### config.mk
export PLATFORM = sky130hd
export DESIGN_NAME = adc_read_ctrl
export DESIGN_NICKNAME = d
export VERILOG_FILES = /design/src/rtl/adcrd_pkg.sv /design/src/rtl/adcrd_sck_gen.sv /design/src/rtl/adcrd_frame_seq.sv /design/src/rtl/adcrd_capture.sv /design/src/rtl/adc_read_ctrl.sv
export SDC_FILE = /design/constraint.sdc
export NUM_CORES = 1
export LEC_CHECK = 0
export BUFFER_PORTS_ARGS = -buffer_cell sky130_fd_sc_hd__buf_2
export CORE_MARGIN = 2
export CORE_UTILIZATION = 61
export CTS_CLUSTER_DIAMETER = 30
export DETAILED_ROUTE_END_ITERATION = 6
export HOLD_SLACK_MARGIN = 0.08
export PLACE_DENSITY = 0.83
export SYNTH_ARGS = -nofsm -noshare
export SYNTH_HDL_FRONTEND = slang
export SYNTH_HIERARCHICAL = 1
export SYNTH_SLANG_ARGS = --single-unit
### constraint.sdc
create_clock -name clk -period 6.1 [get_ports clk]
set_input_delay 0.305 -clock clk [delete_from_list [all_inputs] [get_ports clk]]
set_output_delay 0.305 -clock clk [all_outputs]
set_load 0.02 [all_outputs]
### src/rtl/adcrd_pkg.sv
package adcrd_pkg;

    // serial clocks in one conversion frame: 16 data plus 2 acquisition
    localparam int SCK_PER_FRAME = 18;
    localparam int OUT_W         = 16;
    localparam int IDX_W         = $clog2(SCK_PER_FRAME);

    typedef logic [IDX_W-1:0] sck_idx_t;

    typedef enum logic {
        ST_IDLE,
        ST_FRAME
    } frame_st_t;

    // edge enables: the serial clock changes on the coming system edge
    typedef struct packed {
        logic rise;
        logic fall;
    } sck_edge_t;

    // replicate bit nbits-1 into every position above it
    function automatic logic [OUT_W-1:0] sign_ext(input logic [OUT_W-1:0] raw,
                                                  input int nbits);
        logic [OUT_W-1:0] ext;
        for (int i = 0; i < OUT_W; i++) begin
            ext[i] = (i < nbits) ? raw[i] : raw[nbits-1];
        end
        return ext;
    endfunction

endpackage

### src/rtl/adcrd_sck_gen.sv
module adcrd_sck_gen
    import adcrd_pkg::*;
#(
    parameter int DIV_W = 8
) (
    input  logic             clk,
    input  logic             rst,
    input  logic             en,
    input  logic             load,
    input  logic [DIV_W-1:0] div_in,
    output logic             sck,
    output sck_edge_t        edge_o
);

    logic [DIV_W-1:0] div_q;
    logic [DIV_W-1:0] hc_q;
    logic [DIV_W-1:0] ph_cnt;
    logic             sck_q;
    logic             tick;

    assign tick        = en && (hc_q == '0);
    assign edge_o.rise = tick && !sck_q;
    assign edge_o.fall = tick && sck_q;
    assign sck         = sck_q;

    always_ff @(posedge clk) begin
        if (rst) begin
            div_q <= '0;
            hc_q  <= '0;
            sck_q <= 1'b0;
        end else if (load) begin
            div_q <= div_in;
            hc_q  <= div_in;
            sck_q <= 1'b0;
        end else if (!en) begin
            sck_q <= 1'b0;
        end else if (tick) begin
            hc_q  <= div_q;
            sck_q <= ~sck_q;
        end else begin
            hc_q  <= hc_q - 1'b1;
        end
    end

    // phase age counted upward, independent of the reload counter
    always_ff @(posedge clk) begin
        if (rst || load || tick) begin
            ph_cnt <= '0;
        end else if (en) begin
            ph_cnt <= ph_cnt + 1'b1;
        end
    end


    sck_phase_chk: assert property (@(posedge clk) disable iff (rst)
        (edge_o.rise || edge_o.fall) |-> (ph_cnt == div_q));

endmodule

### src/rtl/adcrd_frame_seq.sv
module adcrd_frame_seq
    import adcrd_pkg::*;
(
    input  logic      clk,
    input  logic      rst,
    input  logic      start,
    input  logic      run,
    input  sck_edge_t edge_i,
    output logic      load,
    output logic      active,
    output logic      conv,
    output sck_idx_t  idx
);

    localparam sck_idx_t LAST_IDX = sck_idx_t'(SCK_PER_FRAME - 1);

    frame_st_t st_q;
    sck_idx_t  idx_q;
    logic      conv_q;
    logic      last_fall;

    assign last_fall = (st_q == ST_FRAME) && edge_i.fall && (idx_q == LAST_IDX);
    assign load      = ((st_q == ST_IDLE) && (start || run)) || (last_fall && run);
    assign active    = (st_q == ST_FRAME);
    assign conv      = conv_q;
    assign idx       = idx_q;

    always_ff @(posedge clk) begin
        if (rst) begin
            st_q   <= ST_IDLE;
            idx_q  <= '0;
            conv_q <= 1'b0;
        end else if (load) begin
            st_q   <= ST_FRAME;
            idx_q  <= '0;
            conv_q <= 1'b1;
        end else if ((st_q == ST_FRAME) && edge_i.fall) begin
            if (idx_q == '0) begin
                conv_q <= 1'b0;
            end
            if (idx_q == LAST_IDX) begin
                st_q  <= ST_IDLE;
                idx_q <= '0;
            end else begin
                idx_q <= idx_q + 1'b1;
            end
        end
    end


    idx_range_chk: assert property (@(posedge clk) disable iff (rst)
        idx_q <= LAST_IDX);

endmodule

### src/rtl/adcrd_capture.sv
module adcrd_capture
    import adcrd_pkg::*;
#(
    parameter int RES_BITS = 14
) (
    input  logic             clk,
    input  logic             rst,
    input  sck_edge_t        edge_i,
    input  sck_idx_t         idx,
    input  logic             sdo,
    output logic [OUT_W-1:0] sample,
    output logic             valid,
    output logic             stale
);

    localparam sck_idx_t FIRST_IDX = sck_idx_t'(1);
    localparam sck_idx_t LAST_IDX  = sck_idx_t'(RES_BITS);

    logic [RES_BITS-1:0] sh_q;
    logic [RES_BITS-1:0] sh_next;
    logic [OUT_W-1:0]    sample_q;
    logic                valid_q;
    logic                stale_q;
    logic                seen_q;
    logic                in_win;
    logic                done;

    assign in_win  = edge_i.rise && (idx >= FIRST_IDX) && (idx <= LAST_IDX);
    assign done    = edge_i.rise && (idx == LAST_IDX);
    assign sh_next = {sh_q[RES_BITS-2:0], sdo};

    always_ff @(posedge clk) begin
        if (rst) begin
            sh_q     <= '0;
            sample_q <= '0;
            valid_q  <= 1'b0;
            stale_q  <= 1'b0;
            seen_q   <= 1'b0;
        end else begin
            valid_q <= 1'b0;
            if (in_win) begin
                sh_q <= sh_next;
            end
            if (done) begin
                sample_q <= sign_ext(OUT_W'(sh_next), RES_BITS);
                valid_q  <= 1'b1;
                stale_q  <= !seen_q;
                seen_q   <= 1'b1;
            end
        end
    end

    assign sample = sample_q;
    assign valid  = valid_q;
    assign stale  = stale_q;


    valid_pulse_chk: assert property (@(posedge clk) disable iff (rst)
        valid_q |=> !valid_q);


    sample_hold_chk: assert property (@(posedge clk) disable iff (rst)
        !valid_q |-> $stable(sample_q));


    sext_fill_chk: assert property (@(posedge clk) disable iff (rst)
        valid_q |-> ((sample_q[OUT_W-1:RES_BITS-1] == '0) ||
                     (sample_q[OUT_W-1:RES_BITS-1] == '1)));

endmodule

### src/rtl/adc_read_ctrl.sv
module adc_read_ctrl
    import adcrd_pkg::*;
#(
    parameter int RES_BITS = 14,
    parameter int DIV_W    = 8
) (
    input  logic             clk,
    input  logic             rst,
    input  logic             start,
    input  logic             run,
    input  logic [DIV_W-1:0] div_half,
    input  logic             adc_sdo,
    output logic             adc_conv,
    output logic             adc_sck,
    output logic [OUT_W-1:0] sample,
    output logic             sample_valid,
    output logic             sample_stale
);

    sck_edge_t sck_edge;
    sck_idx_t  frame_idx;
    logic      frame_load;
    logic      frame_active;

    adcrd_frame_seq u_seq (
        .clk    (clk),
        .rst    (rst),
        .start  (start),
        .run    (run),
        .edge_i (sck_edge),
        .load   (frame_load),
        .active (frame_active),
        .conv   (adc_conv),
        .idx    (frame_idx)
    );

    adcrd_sck_gen #(
        .DIV_W (DIV_W)
    ) u_sck (
        .clk    (clk),
        .rst    (rst),
        .en     (frame_active),
        .load   (frame_load),
        .div_in (div_half),
        .sck    (adc_sck),
        .edge_o (sck_edge)
    );

    adcrd_capture #(
        .RES_BITS (RES_BITS)
    ) u_cap (
        .clk    (clk),
        .rst    (rst),
        .edge_i (sck_edge),
        .idx    (frame_idx),
        .sdo    (adc_sdo),
        .sample (sample),
        .valid  (sample_valid),
        .stale  (sample_stale)
    );


    idle_quiet_chk: assert property (@(posedge clk) disable iff (rst)
        !frame_active |-> (!adc_sck && !adc_conv && !sample_valid));


    conv_lead_chk: assert property (@(posedge clk) disable iff (rst)
        $rose(adc_conv) |-> !adc_sck);


    conv_drop_chk: assert property (@(posedge clk) disable iff (rst)
        $fell(adc_conv) |-> $fell(adc_sck));


    valid_in_frame_chk: assert property (@(posedge clk) disable iff (rst)
        sample_valid |-> (frame_active && adc_sck));

endmodule

==> results.md <==
* Status: finished, final reports clean
* CP startpoint kind: register
* Vias per std cell at between 5 and 6
* Post-Syn Area per Cell at ~9 µm²
* Top-area cell type share of the netlist area at 0.4326
* Worst Path Required at ~6.3 ns
* Post-Synthesis Cells at approximately 280
* Worst skew pair latency at 0.31 ns
* Fill cell count at about 320
* Top post-synthesis cells by area: dfxtp_1 (43%), mux2i_1 (9.6%), a21oi_1 (5.2%), nand3_1 (4.2%), nand2b_1 (4.0%)
* Chip height at between 60 and 70 µm
* Die width at around 68 µm
* Max Clk Rate at 335.4 MHz
* Tcrit/Tclk final at 0.4888
* Layout area overhead at 9.665%
* Worst-margin pin slew at roughly 1.1 ns
* Slew margin rel. at 0.2457
* Initial antenna violation count at 0
* Drt initial violations at 154
* Post-synth cell types at about 50
* CTS tree: yes
* Die ar. at between 4000 and 5000 µm²
* PostCTS Resize Cnt at 0
* WS Path Type: register to register
* Largest net degree at the start of global routing at between 50 and 60
* Starting Density at 0.6292
* Pwr Density at ~250 nW/µm²
* Critical Path Source: u_seq/active
* Worst Path Arrival at between 3 and 4 ns
* Fraction of layout cells with a size suffix above 1 at 0.1689
* Ys async rst share at 0
* Fin crit period at 2.981 ns
* Register bit total from synthesis at 54
* Syn Nets at about 290
* VDD IR max at between 0.15 and 0.2 mV
* Synth Cell Area at between 2000 and 2500 µm²
* Dpl hpwl at roughly 3.3 mm
* Max Cap Viol at 0
* I/O pin total at 33
* Htree depth at 2
* Worst-path fanout max at 24
* First-pass detailed-route iteration total at 4
* # setup viols final at 0
* # clock sinks at 54
* CTS clk-pin slew, worst paths at 0.10 ns
* DRT antenna net count at 0
* DRC viols at 0
* RSZ-0062 raised after global routing: false
* Final instance area at 2740 µm²
* Post-synth top area cell: dfxtp_1
* Ys flop type: dfxtp_1
* Final wirelength at ~4.8 mm
* Clock Path Buffers at 2
* FP Rows at 23
* Hold buffers post-CTS at 0
* Max Slew Vio Count at 0
* Top-count cell post-synth: dfxtp_1
* Most common library cells after synthesis: dfxtp_1 (54), a21oi_1 (26), mux2i_1 (24), nand3_1 (21), nor2_1 (20)
* IO Port Bufs at 32
* Routability cong. at about 0.91
* Fin nets at 312
* Vias in the first global route at 1,837
* First-pass GRT wire length at around 8.3 mm
* Leak pwr at ~1.1 nW
* # Post-CTS Setup Buffers at 0
* Remaining Overflow, GRT at 0
* Root buffer selected by CTS: clkbuf_8
* Worst r2r src: u_seq/active
* Final hold vios at 0
* Overall global routing resource usage at 0.2317
* Num CTS Buffers at 5
* Total design power at ~700 µW
* Syn. warnings at 6
* Core Region at between 3000 and 4000 µm²
* N_diodes at 0
* Worst setup EP type: register
* Vias at approximately 2,100
* Class of the worst hold path: input port to register
* WL per Instance at 13.93 µm
* HP Start: div_half[5]
* Placed cell area at ~2600 µm²
* Post-synth EDFFs at 0
* Setup TNS at 0 ns
* Clk_skew at 0.005531 ns
* Register area share after synthesis at 0.4326
==> cells by family (layout without fill, tap and decap cells) <==
kind of cell,after synthesis,after routing,synth area share
AO/OA/AOI/OAI,69,69,0.1703
adder cells (fa/ha/maj),4,4,0.02003
buffers and inverters,31,52,0.05708
flip-flops,54,54,0.4327
XOR/XNOR,2,2,0.007012
multiplexers,24,24,0.09614
AND/OR/NAND/NOR,91,91,0.2168
==> layer usage <==
metal,track usage,vias up,part of all wire
met5,0,-,0
met4,0.07000,0,0.013
met3,0.05592,7,0.038
met2,0.3993,36,0.49
met1,0.2851,986,0.46
li1,-,1025,-
==> per-stage QoR <==
stage               hold slack, ns  setup WS (ns)    util  std cells
detailed placement          0.4570          3.135  0.6607        338
CTS                         0.2337          3.120  0.6900        346
floorplan                   0.3741          3.722       -        275
global route                0.2407          2.805  0.6900        346
finish                      0.2410          3.119  0.6900        346
global placement            0.4465          3.234  0.6607        338
==> worst max-delay path: stages (launching register included) <==
cell and delay (ns):
dfxtp_1 0.61, nor4b_4 0.33, and3_1 0.34, and2_1 0.24, nand3_1 0.11, nand2_1 0.66, nor2_1 0.19, a22oi_1 0.24
o32ai_2 0.12
==> placed cells by master, fill, tap and decap left out, drive strengths merged, types with 2 or more instances in the layout <==
cell and instances:
a31oi 3, nand2b 16, buf 32, dfxtp 54, ha 4, or3 6, nand2 5, a21oi 27
nor4 3, nand3 22, mux2i 24, o32ai 2, nor3 3, nand4 2, a211o 2, a22oi 3
and2 2, clkbuf 5, and3 3, o21ai 20, nor3b 2, inv 14, a221oi 2, nor2 20
a211oi 6
==> power by group <==
part	leakage, nW	switching, mW	internal (mW)
clock	0.0591	0.122	0.125
combinational	0.571	0.0423	0.0320
sequential	0.439	0.0140	0.363
total	1.07	0.178	0.520
==> flip-flops by register name (all words and copies together), names as in the netlist <==
signal and cells:
u_cap/stale 1, u_seq/conv 1, u_cap/sample 14, u_cap/sh_q 13, u_sck/hc_q 8, u_sck/div_q 8, u_sck/sck 1, u_seq/active 1
u_seq/idx 5, u_cap/seen_q 1, u_cap/valid 1
==> final cells by class <==
type                    count  area (µm²)  area share
multi-input cells         190        1275      0.4653
flip-flops and latches     54        1081      0.3945
repair buffers             32       160.2     0.05845
clock buffers               5       68.82     0.02511
well taps                  50       62.56     0.02283
clock inverters             3       47.55     0.01735
inverters                  12       45.04     0.01644
==> worst paths after layout <==
check	endpoint	slack (ns)	depth (start not counted)
hold / removal	u_sck/div_q[5]	0.24	3
hold reg to reg	u_cap/sample[4]	0.48	2
setup / recovery	u_sck/hc_q[5]	3.12	8
setup reg to reg	u_sck/hc_q[5]	3.12	8
Power figures use the tool's default switching activity.
